**src/rtl/rxq_pkg.sv**
```systemverilog
package rxq_pkg;
  localparam int ADDR_W = 16;
  localparam int FLD_W  = 7;

  typedef struct packed {
    logic              ovr;
    logic [FLD_W-1:0]  wm;
    logic              rsvd;
    logic [FLD_W-1:0]  size;
    logic [ADDR_W-1:0] base;
  } cfg_word_t;
endpackage

```
**src/rtl/rxq_cfg.sv**
```systemverilog
module rxq_cfg
  import rxq_pkg::*;
#(
  parameter int MAX_ELEMS = 64
) (
  input  logic              clk,
  input  logic              rst,
  input  logic              cfg_we,
  input  logic [31:0]       cfg_wdata,
  output logic [31:0]       cfg_rdata,
  output logic              ovr_mode,
  output logic              wm_en,
  output logic [FLD_W-1:0]  wm_lvl,
  output logic [FLD_W-1:0]  eff_size,
  output logic [ADDR_W-1:0] base_addr
);
  localparam logic [FLD_W-1:0] CAP = FLD_W'(MAX_ELEMS);

  cfg_word_t cfg_q, cfg_in;

  always_comb begin
    cfg_in           = cfg_word_t'(cfg_wdata);
    cfg_in.rsvd      = 1'b0;
    cfg_in.base[1:0] = 2'b00;
  end

  always_ff @(posedge clk) begin
    if (rst)         cfg_q <= '0;
    else if (cfg_we) cfg_q <= cfg_in;
  end

  assign cfg_rdata = cfg_q;
  assign ovr_mode  = cfg_q.ovr;
  assign wm_lvl    = cfg_q.wm;
  assign wm_en     = (cfg_q.wm != '0) && (cfg_q.wm <= CAP);
  assign eff_size  = (cfg_q.size > CAP) ? CAP : cfg_q.size;
  assign base_addr = cfg_q.base;

  // the size field follows a write on the next cycle
  assert_size_written_R1: assert property (@(posedge clk) disable iff (rst)
    cfg_we |=> cfg_rdata[22:16] == $past(cfg_wdata[22:16]));
  // the effective size never exceeds the capacity
  assert_size_clamp_R8: assert property (@(posedge clk) disable iff (rst)
    eff_size <= CAP);
endmodule

```
**src/rtl/rxq_ptrs.sv**
```systemverilog
module rxq_ptrs
  import rxq_pkg::*;
#(
  parameter int MAX_ELEMS = 64,
  parameter int IDX_W     = $clog2(MAX_ELEMS),
  parameter int LVL_W     = IDX_W + 1
) (
  input  logic             clk,
  input  logic             rst,
  input  logic             cfg_we,
  input  logic             push,
  input  logic             pop,
  input  logic             ovr_mode,
  input  logic [FLD_W-1:0] eff_size,
  output logic             accept,
  output logic             drop,
  output logic [IDX_W-1:0] put_q,
  output logic [IDX_W-1:0] get_q,
  output logic [LVL_W-1:0] lvl_q,
  output logic [LVL_W-1:0] lvl_nxt,
  output logic             full
);
  logic [LVL_W-1:0] n_elems;
  logic             empty, do_pop, ovr_push, live;

  assign n_elems = LVL_W'(eff_size);
  assign live    = (n_elems != '0);
  assign empty   = (lvl_q == '0);
  assign full    = live && (lvl_q == n_elems);
  assign do_pop  = pop && !empty && !cfg_we;
  assign accept  = push && !cfg_we && live && (!full || ovr_mode || do_pop);
  assign drop    = push && !cfg_we && !accept;
  assign ovr_push = accept && full && !do_pop;

  function automatic logic [IDX_W-1:0] bump(input logic [IDX_W-1:0] i,
                                            input logic [LVL_W-1:0] n);
    return ((LVL_W'(i) + LVL_W'(1)) >= n) ? '0 : i + IDX_W'(1);
  endfunction

  always_comb begin
    if (cfg_we)                         lvl_nxt = '0;
    else if (accept && !full && !do_pop) lvl_nxt = lvl_q + LVL_W'(1);
    else if (do_pop && !accept)          lvl_nxt = lvl_q - LVL_W'(1);
    else                                 lvl_nxt = lvl_q;
  end

  always_ff @(posedge clk) begin
    if (rst || cfg_we) begin
      put_q <= '0;
      get_q <= '0;
      lvl_q <= '0;
    end else begin
      lvl_q <= lvl_nxt;
      if (accept)             put_q <= bump(put_q, n_elems);
      if (do_pop || ovr_push) get_q <= bump(get_q, n_elems);
    end
  end

  // level bounded by effective size
  assert_level_bound_R11: assert property (@(posedge clk) disable iff (rst)
    lvl_q <= n_elems);
  // put index stays inside the ring
  assert_put_wrap_R5: assert property (@(posedge clk) disable iff (rst)
    live |-> LVL_W'(put_q) < n_elems);
  // a blocked push leaves the state untouched
  assert_block_drop_R6: assert property (@(posedge clk) disable iff (rst)
    (push && full && !ovr_mode && !pop && !cfg_we) |=> $stable(lvl_q) && $stable(put_q));
  // overwrite keeps the level at size
  assert_ovr_keep_R7: assert property (@(posedge clk) disable iff (rst)
    (push && full && ovr_mode && !cfg_we) |=> lvl_q == $past(lvl_q));
  // configuration write clears the ring state
  assert_cfg_clear_R10: assert property (@(posedge clk) disable iff (rst)
    cfg_we |=> (lvl_q == '0) && (put_q == '0) && (get_q == '0));
endmodule

```
**src/rtl/rxq_irq.sv**
```systemverilog
module rxq_irq
  import rxq_pkg::*;
#(
  parameter int LVL_W = 7
) (
  input  logic             clk,
  input  logic             rst,
  input  logic             drop,
  input  logic             wm_en,
  input  logic [FLD_W-1:0] wm_lvl,
  input  logic [LVL_W-1:0] lvl_q,
  input  logic [LVL_W-1:0] lvl_nxt,
  input  logic             clr_wm,
  input  logic             clr_lost,
  output logic             wm_flag,
  output logic             lost_flag
);
  logic             wm_hit;
  logic [LVL_W-1:0] wm_cmp;

  assign wm_cmp = LVL_W'(wm_lvl);
  assign wm_hit = wm_en && (lvl_nxt == wm_cmp) && (lvl_q != wm_cmp);

  always_ff @(posedge clk) begin
    if (rst) begin
      wm_flag   <= 1'b0;
      lost_flag <= 1'b0;
    end else begin
      wm_flag   <= wm_hit | (wm_flag & ~clr_wm);
      lost_flag <= drop | (lost_flag & ~clr_lost);
    end
  end

  // a rejected element always raises the lost flag
  assert_lost_set_R6: assert property (@(posedge clk) disable iff (rst)
    drop |=> lost_flag);
  // a disabled watermark never raises the flag
  assert_wm_off_R9: assert property (@(posedge clk) disable iff (rst)
    (!wm_en && !wm_flag) |=> !wm_flag);
  // flags are sticky without a clear
  assert_wm_sticky_R9: assert property (@(posedge clk) disable iff (rst)
    (wm_flag && !clr_wm) |=> wm_flag);
endmodule

```
**src/rtl/rx_fifo_ctrl.sv**
```systemverilog
module rx_fifo_ctrl
  import rxq_pkg::*;
#(
  parameter int MAX_ELEMS  = 64,
  parameter int ELEM_WORDS = 4,
  localparam int IDX_W     = $clog2(MAX_ELEMS),
  localparam int LVL_W     = IDX_W + 1
) (
  input  logic              clk,
  input  logic              rst,
  input  logic              cfg_we,
  input  logic [31:0]       cfg_wdata,
  output logic [31:0]       cfg_rdata,
  input  logic              push,
  input  logic              pop_ack,
  input  logic              clr_wm,
  input  logic              clr_lost,
  output logic              ram_we,
  output logic [ADDR_W-1:0] ram_waddr,
  output logic [ADDR_W-1:0] get_addr,
  output logic [IDX_W-1:0]  put_idx,
  output logic [IDX_W-1:0]  get_idx,
  output logic [LVL_W-1:0]  fill_level,
  output logic              full,
  output logic              wm_irq,
  output logic              lost_irq
);
  localparam logic [ADDR_W-1:0] STRIDE = ADDR_W'(ELEM_WORDS);

  logic              ovr_mode, wm_en, accept, drop;
  logic [FLD_W-1:0]  wm_lvl, eff_size;
  logic [ADDR_W-1:0] base_addr;
  logic [LVL_W-1:0]  lvl_nxt;

  rxq_cfg #(.MAX_ELEMS(MAX_ELEMS)) u_cfg (
    .clk(clk), .rst(rst), .cfg_we(cfg_we), .cfg_wdata(cfg_wdata),
    .cfg_rdata(cfg_rdata), .ovr_mode(ovr_mode), .wm_en(wm_en),
    .wm_lvl(wm_lvl), .eff_size(eff_size), .base_addr(base_addr)
  );

  rxq_ptrs #(.MAX_ELEMS(MAX_ELEMS), .IDX_W(IDX_W), .LVL_W(LVL_W)) u_ptrs (
    .clk(clk), .rst(rst), .cfg_we(cfg_we), .push(push), .pop(pop_ack),
    .ovr_mode(ovr_mode), .eff_size(eff_size), .accept(accept), .drop(drop),
    .put_q(put_idx), .get_q(get_idx), .lvl_q(fill_level), .lvl_nxt(lvl_nxt),
    .full(full)
  );

  rxq_irq #(.LVL_W(LVL_W)) u_irq (
    .clk(clk), .rst(rst), .drop(drop), .wm_en(wm_en), .wm_lvl(wm_lvl),
    .lvl_q(fill_level), .lvl_nxt(lvl_nxt), .clr_wm(clr_wm),
    .clr_lost(clr_lost), .wm_flag(wm_irq), .lost_flag(lost_irq)
  );

  assign ram_we    = accept;
  assign ram_waddr = base_addr + ADDR_W'(put_idx) * STRIDE;
  assign get_addr  = base_addr + ADDR_W'(get_idx) * STRIDE;

  // a write strobe never occurs with a zero-size queue
  assert_we_live_R3: assert property (@(posedge clk) disable iff (rst)
    ram_we |-> eff_size != '0);
  // a pop on an empty queue leaves the get index alone
  assert_pop_empty_R4: assert property (@(posedge clk) disable iff (rst)
    (pop_ack && fill_level == '0 && !push && !cfg_we) |=> $stable(get_idx));
endmodule

```
**config.mk**
```make
export PLATFORM = sky130hd
export DESIGN_NAME = rx_fifo_ctrl
export DESIGN_NICKNAME = d
export VERILOG_FILES = /design/src/rtl/rxq_pkg.sv /design/src/rtl/rxq_cfg.sv /design/src/rtl/rxq_ptrs.sv /design/src/rtl/rxq_irq.sv /design/src/rtl/rx_fifo_ctrl.sv
export SDC_FILE = /design/constraint.sdc
export NUM_CORES = 1
export LEC_CHECK = 0
export BUFFER_PORTS_ARGS = -buffer_cell sky130_fd_sc_hd__buf_4
export CORE_MARGIN = 1.5
export CORE_UTILIZATION = 30
export CTS_CLUSTER_SIZE = 10
export DETAILED_ROUTE_END_ITERATION = 8
export SYNTH_ARGS = -nofsm -noshare
export SYNTH_HDL_FRONTEND = slang
export SYNTH_SLANG_ARGS = --single-unit
```
**constraint.sdc**
```tcl
create_clock -name clk -period 3.77 [get_ports clk]
set_clock_uncertainty 0.05 [all_clocks]
set_input_delay 0.5655 -clock clk [delete_from_list [all_inputs] [get_ports clk]]
set_output_delay 0.5655 -clock clk [all_outputs]
set_load 0.05 [all_outputs]
```
==> report_table.html, run 1 <==
<table>
<tr><th>Metric</th><th>Value</th></tr>
<tr><th colspan="2">Floorplan</th></tr>
<tr><td>Number of I/O pins</td><td>approximately 130</td></tr>
<tr><td>Area of the core</td><td>around 13000 µm²</td></tr>
<tr><td>Floorplan row count</td><td>42</td></tr>
<tr><td>Die outline height</td><td>~120 µm</td></tr>
<tr><td>Starting density of the core</td><td>a little under a third</td></tr>
<tr><td>Chip Width</td><td>119 µm</td></tr>
<tr><td>Overall die area</td><td>approximately 14000 µm²</td></tr>
<tr><th colspan="2">Logic synthesis</th></tr>
<tr><td>Most numerous cell in the Yosys netlist</td><td>sky130_fd_sc_hd__nor2_1</td></tr>
<tr><td>Synth warnings</td><td>0</td></tr>
<tr><td>Fraction of the yosys area taken by sequential cells</td><td>~25%</td></tr>
<tr><td>Post-synthesis average cell area</td><td>between 7 and 8 µm²</td></tr>
<tr><td>Share of flip-flops with an asynchronous set or reset after synthesis</td><td>0%</td></tr>
<tr><td>Post-synth EDFFs</td><td>0</td></tr>
<tr><td>Share of the synthesized area in the top cell type</td><td>between 20 and 25%</td></tr>
<tr><td>Synthesized flop and latch total</td><td>50</td></tr>
<tr><td>Unique masters post-synth</td><td>between 60 and 70</td></tr>
<tr><td>Top cells by instance count after synthesis</td><td>60 x sky130_fd_sc_hd__nor2_1, 50 x sky130_fd_sc_hd__dfxtp_1, 47 x sky130_fd_sc_hd__nand2_1, 30 x sky130_fd_sc_hd__xnor2_1</td></tr>
<tr><td>Syn Inst Count</td><td>510</td></tr>
<tr><td>Mapped Area</td><td>4060 µm²</td></tr>
<tr><td>Largest cells by area after synthesis</td><td>sky130_fd_sc_hd__dfxtp_1 25%, sky130_fd_sc_hd__ha_1 8.9%, sky130_fd_sc_hd__mux2i_1 7.1%</td></tr>
<tr><td>Dominant register cell in the synthesized netlist</td><td>sky130_fd_sc_hd__dfxtp_1</td></tr>
<tr><td>Cell type with the highest aggregate area in the netlist</td><td>sky130_fd_sc_hd__dfxtp_1</td></tr>
<tr><th colspan="2">Hold path</th></tr>
<tr><td>Type of the most critical hold path</td><td>in -&gt; reg</td></tr>
<tr><th colspan="2">STA</th></tr>
<tr><td>Tmin final</td><td>3.40 ns</td></tr>
<tr><td>Share of the cycle needed by the critical path after routing</td><td>about nine tenths</td></tr>
<tr><td>Highest clock frequency the design can meet</td><td>between 0.2 and 0.3 GHz</td></tr>
<tr><td>Worst hold slack across all endpoints</td><td>approximately 0.45 ns</td></tr>
<tr><td>Relative slew slack</td><td>approximately half</td></tr>
<tr><td>Pins over their slew limit</td><td>0</td></tr>
<tr><td>Unrepaired setup endpoints after global routing</td><td>false</td></tr>
<tr><td>Transition time of the tightest slew-check pin</td><td>between 0.7 and 0.8 ns</td></tr>
<tr><td>Setup TNS Final</td><td>0 ns</td></tr>
<tr><td>Final setup violation count</td><td>0</td></tr>
<tr><td>Hold Vio Cnt, Final</td><td>0</td></tr>
<tr><th colspan="2">Clock tree</th></tr>
<tr><td>Number of gates resized after cts</td><td>0</td></tr>
<tr><td>Clock transition at the register clock pins on the worst setup and hold paths after CTS</td><td>~0.07 ns</td></tr>
<tr><td>CTS hold repair buffers</td><td>0</td></tr>
<tr><td>Clock Path Buffers</td><td>2</td></tr>
<tr><td>Root cell of the clock tree</td><td>sky130_fd_sc_hd__clkbuf_16</td></tr>
<tr><td>Post-CTS setup buffer count</td><td>0</td></tr>
<tr><td>TritonCTS clock tree</td><td>built</td></tr>
<tr><td>Number of H-tree levels</td><td>2</td></tr>
<tr><td>Number of CTS-inserted buffers</td><td>5</td></tr>
<tr><td>Clk Latency, worst-skew pair</td><td>about 0.30 ns</td></tr>
<tr><td>Clock tree sinks</td><td>50</td></tr>
<tr><th colspan="2">Finish</th></tr>
<tr><td>Combined area of the multi-input logic cells</td><td>2800 µm²</td></tr>
<tr><td>Number of antenna diodes</td><td>0</td></tr>
<tr><td>Area overhead of the layout relative to synthesis</td><td>27.9%</td></tr>
<tr><td>Sequential cell area</td><td>roughly 1000 µm²</td></tr>
<tr><td>Fill count</td><td>about 1400</td></tr>
<tr><td>Share of final-layout standard cells stronger than drive strength 1</td><td>between 20% and 30%</td></tr>
<tr><td>Final layout net count</td><td>681</td></tr>
<tr><td>Count of placed standard cells in the final layout, fillers left out</td><td>788</td></tr>
<tr><th colspan="2">Global route</th></tr>
<tr><td>Antenna violations before repair</td><td>0</td></tr>
<tr><td>Total congestion overflow after global routing</td><td>0</td></tr>
<tr><td>Met1 Resource Use GR</td><td>between 20 and 25%</td></tr>
<tr><td>Via count of the first global-routing pass</td><td>3857</td></tr>
<tr><td>Grt met3 use</td><td>5.70%</td></tr>
<tr><td>Met2 demand-to-capacity share in global routing</td><td>between 20% and 30%</td></tr>
<tr><td>Largest net degree at the start of global routing</td><td>40</td></tr>
<tr><td>GRT Resource Usage Total</td><td>17.0%</td></tr>
<tr><td>Busiest layer in global routing</td><td>met2</td></tr>
<tr><td>First-pass GRT wire length</td><td>between 15 and 20 mm</td></tr>
<tr><th colspan="2">Setup path</th></tr>
<tr><td>Kind of capture point of the worst setup path</td><td>output pin</td></tr>
<tr><td>Critical path launch point type</td><td>register</td></tr>
<tr><td>Max Fanout on Critical Path</td><td>14</td></tr>
<tr><td>Crit-path slowest cell</td><td>sky130_fd_sc_hd__dfxtp_1</td></tr>
<tr><td>Cell type group with the largest total delay on the critical path</td><td>simple AND/OR/NAND/NOR gates</td></tr>
<tr><td>Data arrival time of the critical path</td><td>around 2.8 ns</td></tr>
<tr><td>WS Path Type</td><td>reg -&gt; out</td></tr>
<tr><td>Crit-path max cell delay</td><td>0.66 ns</td></tr>
<tr><td>Worst Path Buf+Inv</td><td>2</td></tr>
<tr><td>Data required time at the worst endpoint</td><td>approximately 3.2 ns</td></tr>
<tr><td>Critical Path, Cell by Cell</td><td>nor4bb_1, a31oi_1, o32ai_1, and3_1, a21o_1, inv_1, buf_4</td></tr>
<tr><th colspan="2">Routing</th></tr>
<tr><td>Detailed-route wire length</td><td>roughly 12 mm</td></tr>
<tr><td>Wire length per cell after detailed routing</td><td>between 10 and 15 µm</td></tr>
<tr><td>1st-iter DRT viols</td><td>between 150 and 200</td></tr>
<tr><td>Drt drc</td><td>0</td></tr>
<tr><td>Vias after detailed routing</td><td>between 4000 and 5000</td></tr>
<tr><td>Length of the first detailed-routing pass in iterations</td><td>5</td></tr>
<tr><td>DRT antenna net count</td><td>0</td></tr>
<tr><td>Mean number of vias per cell</td><td>just over 5</td></tr>
<tr><th colspan="2">Run status</th></tr>
<tr><td>Outcome</td><td>complete, no violations</td></tr>
<tr><th colspan="2">Placed design</th></tr>
<tr><td>Detailed-placement wirelength estimate</td><td>~9 mm</td></tr>
<tr><td>Gp weighted congestion</td><td>about 0.87</td></tr>
<tr><td>Port Buffers</td><td>115</td></tr>
<tr><td># placed instances</td><td>around 800</td></tr>
<tr><th colspan="2">Power and ir drop</th></tr>
<tr><td>Pwr per Cell Area</td><td>between 200 and 300 nW/µm²</td></tr>
<tr><td>Largest voltage drop on the vdd net</td><td>148 µV</td></tr>
<tr><td>Leakage power</td><td>2.45 nW</td></tr>
<tr><th colspan="2">Run</th></tr>
<tr><td>Max-capacitance violation count</td><td>0</td></tr>
</table>
[state kept, by name (all words and copies together) (netlist names), 6 cells and up]
name             cells
u_cfg.base_addr     14
u_cfg.cfg_rdata      7
u_cfg.wm_lvl         7
u_ptrs.get_q         6
u_ptrs.lvl_q         7
u_ptrs.put_q         6
[area by class of cell]
cell class | count | area share (%)
tap | 176 | 4.24
clock buffer | 7 | 2.74
sequential | 50 | 19.3
clock inverter | 1 | 0.0963
timing repair buffer | 124 | 17.9
multi-input combinational | 403 | 53.8
inverter | 27 | 1.95
[metal layers]
metal  wire length [µm]  part of all wire, %
met4                218                  1.9
met5                  0                    0
met1               5300                   45
met2               5280                   45
met3                962                  8.2
[final timing paths]
kind                    from                 end  slack [ns]  depth (start not counted)
max          u_ptrs.lvl_q[2]              ram_we        0.37                          7
min             cfg_wdata[5]  u_cfg.base_addr[5]        0.45                          3
max reg2reg  u_ptrs.lvl_q[2]       u_irq.wm_flag        0.71                          8
min reg2reg    u_irq.wm_flag       u_irq.wm_flag        0.46                          2
[cells in the final DEF, fill, tap and decap left out, drive strengths merged, types with 9 or more instances in the layout]
cell type and instances:
inv 27, nand3 20, mux2i 29, o21ai 11, nor2b 9, nor3 10
xor2 17, ha 29, xnor2 30, buf 124, dfxtp 50, nor2 60
a21o 15, a21oi 21, nand2 47
[power by group]
group / leakage [nW] / internal [mW] / switching [mW]
Sequential: 0.409 / 0.550 / 0.0425
Combinational: 1.97 / 0.168 / 0.312
Clock: 0.0739 / 0.264 / 0.202
[worst register-to-register path: stages (launching register included)]
cell and delay (ns):
sky130_fd_sc_hd__dfxtp_1 0.48, sky130_fd_sc_hd__or4_4 0.61, sky130_fd_sc_hd__o21a_1 0.19, sky130_fd_sc_hd__or2_1 0.32
sky130_fd_sc_hd__a31oi_2 0.49, sky130_fd_sc_hd__a41oi_2 0.24, sky130_fd_sc_hd__a211oi_2 0.26, sky130_fd_sc_hd__nand4_1 0.17
sky130_fd_sc_hd__a22oi_2 0.20
[cells by family (layout without fill, tap and decap cells)]
kind of cell / after synthesis / after routing / share of synthesized area [%]
other cells: 1 / 7 / 0.0923
mux: 32 / 32 / 7.97
compound gates: 104 / 104 / 18.7
simple gates: 182 / 182 / 21.5
flops: 50 / 50 / 24.6
fa+ha+maj: 31 / 31 / 9.91
buf+inv: 63 / 159 / 7.08
xor+xnor: 47 / 47 / 10.1
[stage by stage]
stage / setup WS, ns / util, % / power [mW] / instance area, µm²
finish: 0.367 / 39.3 / 1.54 / 5200
detailed placement: 0.697 / 38.1 / 1.08 / 5050
global route: 0.193 / 39.3 / 1.62 / 5200
CTS: 0.378 / 39.3 / 1.56 / 5200
floorplan: 0.0539 / - / 0.947 / 4090
global placement: 0.722 / 38.1 / 1.08 / 5050
Power figures use the tool's default switching activity.
==> run 2: changes to the inputs <==
--- a/config.mk
+++ b/config.mk
@@ -5,7 +5,7 @@
 export SDC_FILE = /design/constraint.sdc
 export NUM_CORES = 1
 export LEC_CHECK = 0
-export BUFFER_PORTS_ARGS = -buffer_cell sky130_fd_sc_hd__buf_4
+export BUFFER_PORTS_ARGS = -buffer_cell sky130_fd_sc_hd__buf_2
 export CORE_MARGIN = 1.5
 export CORE_UTILIZATION = 30
 export CTS_CLUSTER_SIZE = 10
==> run 2 against run 1 <==
Global-route usage is 0.72 points lower; total power rose by 1.2%; hold slack got worse by 0.0022 ns; largest power group unchanged; setup slack lost 0.045 ns; critical endpoint unchanged; routed wire length decreased by 0.38%; final area down 5.2%; die area stayed put; clock-buffer cell count shrank 2.
==> report_table.html, run 2 (same netlist as run 1, synthesis figures left out) <==
<table>
<tr><th>Metric</th><th>Value</th></tr>
<tr><th colspan="2">Setup path</th></tr>
<tr><td>Data arrival time of the critical path</td><td>2.83 ns (+0.04 ns)</td></tr>
<tr><td>Worst Reg-to-Reg Cells</td><td>8 (unchanged)</td></tr>
<tr><td>Data required time at the worst endpoint</td><td>3.15 ns (about the same)</td></tr>
<tr><td>Destination of the worst register-to-register timing path</td><td>u_irq.wm_flag</td></tr>
<tr><td>WS Path Type</td><td>reg -&gt; out</td></tr>
<tr><td>Critical path launch point type</td><td>register</td></tr>
<tr><td>Max Fanout on Critical Path</td><td>14 (unchanged)</td></tr>
<tr><td>Critical R2R Launch</td><td>u_ptrs.lvl_q[2]</td></tr>
<tr><td>Kind of capture point of the worst setup path</td><td>output pin</td></tr>
<tr><td>Reg-to-reg slack, setup</td><td>0.64 ns (-0.07 ns)</td></tr>
<tr><th colspan="2">Finish</th></tr>
<tr><td>Share of final-layout standard cells stronger than drive strength 1</td><td>24.2% (+0.040 points)</td></tr>
<tr><td>Core occupancy in the finished layout</td><td>37.2% (-2.1 points)</td></tr>
<tr><td>Count of placed standard cells in the final layout, fillers left out</td><td>787 (-0.13%)</td></tr>
<tr><td>Most frequent cells in the layout</td><td>115 x sky130_fd_sc_hd__buf_2, 60 x sky130_fd_sc_hd__nor2_1, 50 x sky130_fd_sc_hd__dfxtp_1, 47 x sky130_fd_sc_hd__nand2_1, 30 x sky130_fd_sc_hd__xnor2_1</td></tr>
<tr><td>Final layout net count</td><td>681 (unchanged)</td></tr>
<tr><td>Most frequent standard cell in the layout excluding fill and tap cells</td><td>sky130_fd_sc_hd__buf_2</td></tr>
<tr><td>Number of antenna diodes</td><td>0 (unchanged)</td></tr>
<tr><td>Area overhead of the layout relative to synthesis</td><td>21.2%</td></tr>
<tr><td>Largest register FFs</td><td>14 (unchanged)</td></tr>
<tr><th colspan="2">Placed design</th></tr>
<tr><td>Detailed-placement wirelength estimate</td><td>8.94 mm (-1.5%)</td></tr>
<tr><td>Gp weighted congestion</td><td>0.846 (-3.2%)</td></tr>
<tr><td>Port Buffers</td><td>115 (unchanged)</td></tr>
<tr><td># placed instances</td><td>780 (unchanged)</td></tr>
<tr><th colspan="2">Routing</th></tr>
<tr><td>1st-iter DRT viols</td><td>136 (-21%)</td></tr>
<tr><td>Detailed-route wire length</td><td>11.7 mm (-0.38%)</td></tr>
<tr><td>Wire length per cell after detailed routing</td><td>14.9 µm (-0.26%)</td></tr>
<tr><td>Mean number of vias per cell</td><td>5.13 (+0.80%)</td></tr>
<tr><td>Drt drc</td><td>0 (unchanged)</td></tr>
<tr><td>Vias after detailed routing</td><td>4034 (+0.67%)</td></tr>
<tr><td>DRT antenna net count</td><td>0 (unchanged)</td></tr>
<tr><td>Length of the first detailed-routing pass in iterations</td><td>5 (unchanged)</td></tr>
<tr><th colspan="2">Clock tree</th></tr>
<tr><td>Clock tree sinks</td><td>50 (unchanged)</td></tr>
<tr><td>TritonCTS clock tree</td><td>built</td></tr>
<tr><td>Root cell of the clock tree</td><td>sky130_fd_sc_hd__clkbuf_16</td></tr>
<tr><td>Number of H-tree levels</td><td>2 (unchanged)</td></tr>
<tr><td>Clock transition at the register clock pins on the worst setup and hold paths after CTS</td><td>0.07 ns (about the same)</td></tr>
<tr><td>Number of CTS-inserted buffers</td><td>5 (unchanged)</td></tr>
<tr><td>Clock Path Buffers</td><td>2 (unchanged)</td></tr>
<tr><td>Clk Latency, worst-skew pair</td><td>0.29 ns (about the same)</td></tr>
<tr><td>CTS hold repair buffers</td><td>0 (unchanged)</td></tr>
<tr><td>Number of gates resized after cts</td><td>0 (unchanged)</td></tr>
<tr><td>Post-CTS setup buffer count</td><td>0 (unchanged)</td></tr>
<tr><th colspan="2">STA</th></tr>
<tr><td>Transition time of the tightest slew-check pin</td><td>0.763 ns (-0.00965 ns)</td></tr>
<tr><td>Unrepaired setup endpoints after global routing</td><td>false</td></tr>
<tr><td>Pins over their slew limit</td><td>0 (unchanged)</td></tr>
<tr><td>Share of the cycle needed by the critical path after routing</td><td>91.5% (+1.2 points)</td></tr>
<tr><td>Hold Vio Cnt, Final</td><td>0 (unchanged)</td></tr>
<tr><td>Highest clock frequency the design can meet</td><td>0.290 GHz (-1.3%)</td></tr>
<tr><td>Setup TNS Final</td><td>0 ns (unchanged)</td></tr>
<tr><td>Final setup violation count</td><td>0 (unchanged)</td></tr>
<tr><td>Relative slew slack</td><td>49.0% (+0.65 points)</td></tr>
<tr><td>Tmin final</td><td>3.45 ns (+0.0453 ns)</td></tr>
<tr><td>Worst hold slack across all endpoints</td><td>0.448 ns (-0.00221 ns)</td></tr>
<tr><th colspan="2">Run status</th></tr>
<tr><td>Outcome</td><td>complete, no violations</td></tr>
<tr><th colspan="2">Power and ir drop</th></tr>
<tr><td>Switching pwr</td><td>0.562 mW (+0.94%)</td></tr>
<tr><td>Flop pwr share</td><td>38.0% (-0.5 points)</td></tr>
<tr><td>Leakage power</td><td>2.42 nW (-1.4%)</td></tr>
<tr><td>P_int</td><td>0.995 mW (+1.4%)</td></tr>
<tr><td>Pwr per Cell Area</td><td>316 nW/µm² (+6.8%)</td></tr>
<tr><td>Largest voltage drop on the vdd net</td><td>166 µV (+12%)</td></tr>
<tr><td>Switching share of power</td><td>36.1% (-0.097 points)</td></tr>
<tr><td>Combinational power share</td><td>28.6% (-2.6 points)</td></tr>
<tr><td>Clock group share of total power</td><td>33.4% (+3.1 points)</td></tr>
<tr><th colspan="2">Floorplan</th></tr>
<tr><td>Area of the core</td><td>13200 µm² (unchanged)</td></tr>
<tr><td>Chip Width</td><td>119 µm (unchanged)</td></tr>
<tr><td>Die outline height</td><td>119 µm (unchanged)</td></tr>
<tr><td>Starting density of the core</td><td>30.7% (unchanged)</td></tr>
<tr><td>Floorplan row count</td><td>42 (unchanged)</td></tr>
<tr><td>Number of I/O pins</td><td>126 (unchanged)</td></tr>
<tr><td>Overall die area</td><td>14300 µm² (unchanged)</td></tr>
<tr><th colspan="2">Hold path</th></tr>
<tr><td>Hold Startpoint</td><td>u_irq.wm_flag</td></tr>
<tr><td>Type of the most critical hold path</td><td>reg -&gt; reg</td></tr>
<tr><td>Hold endpoint</td><td>u_irq.wm_flag</td></tr>
<tr><td>Depth of the worst hold-timing path</td><td>2 (-1)</td></tr>
<tr><th colspan="2">Global route</th></tr>
<tr><td>Total congestion overflow after global routing</td><td>0 (unchanged)</td></tr>
<tr><td>GRT Resource Usage Total</td><td>16.3% (-0.72 points)</td></tr>
<tr><td>Largest net degree at the start of global routing</td><td>40 (unchanged)</td></tr>
<tr><td>First-pass GRT wire length</td><td>18.8 mm (-3.1%)</td></tr>
<tr><td>Via count of the first global-routing pass</td><td>3760 (-2.5%)</td></tr>
<tr><td>Antenna violations before repair</td><td>0 (unchanged)</td></tr>
<tr><th colspan="2">Run</th></tr>
<tr><td>Max-capacitance violation count</td><td>0 (unchanged)</td></tr>
</table>
-- run 2: cell count changes in the layout (fill, tap and decap cells not counted), sizes merged --
cell	before	now
clkbuf	7	5
bufinv	0	1
-- run 2: how the worst max path moves through the flow --
stage                               start            end  depth (start not counted)
after CTS                 u_ptrs.lvl_q[2]         ram_we                          7
after global routing      u_ptrs.lvl_q[2]         ram_we                          7
after floorplan           u_ptrs.put_q[0]  ram_waddr[12]                         11
after global placement               push  u_irq.wm_flag                          9
final                     u_ptrs.lvl_q[2]         ram_we                          7
after detailed placement  u_ptrs.lvl_q[2]         ram_we                          7
-- run 2: power groups by stage --
stage / clock network [mW] / logic, mW / registers (mW)
finish: 0.520 / 0.446 / 0.591
floorplan: 0 / 0.292 / 0.655
CTS: 0.536 / 0.446 / 0.591
global placement: 0 / 0.438 / 0.601
global route: 0.563 / 0.475 / 0.595
detailed placement: 0 / 0.444 / 0.602
-- run 2: routing by layer --
| metal | track usage, % | vias to the layer above | wire [µm] |
|---|---|---|---|
| met4 | 4.17 | 0 | 137 |
| li1 | - | 1977 | - |
| met3 | 3.64 | 13 | 808 |
| met2 | 27.7 | 155 | 5540 |
| met5 | 0 | - | 0 |
| met1 | 20.8 | 1889 | 5230 |
-- run 2: critical path, cell delays in order, from the launching register on --
cell                       delay, ns
sky130_fd_sc_hd__dfxtp_1        0.66
sky130_fd_sc_hd__nor4bb_1       0.36
sky130_fd_sc_hd__a31oi_1        0.07
sky130_fd_sc_hd__o32ai_1        0.41
sky130_fd_sc_hd__and3_1         0.47
sky130_fd_sc_hd__a21o_1         0.26
sky130_fd_sc_hd__inv_1          0.10
sky130_fd_sc_hd__buf_2          0.22
-- run 2: stage by stage --
stage | cell area [µm²] | power [mW] | worst slack, ns
after floorplan | 4090 | 0.947 | 0.0539
after global placement | 4760 | 1.04 | 0.723
after detailed placement | 4760 | 1.05 | 0.689
after CTS | 4930 | 1.57 | 0.380
after global routing | 4930 | 1.63 | 0.148
final | 4930 | 1.56 | 0.322
-- run 2: area by class of cell --
cell class	count	area [µm²]
clock buffers	5	125
clock inverters	2	38.8
fillers	1376	8320
inverters	27	101
multi-input cells	403	2800
flip-flops and latches	50	1000
well taps	176	220
repair buffers	124	643
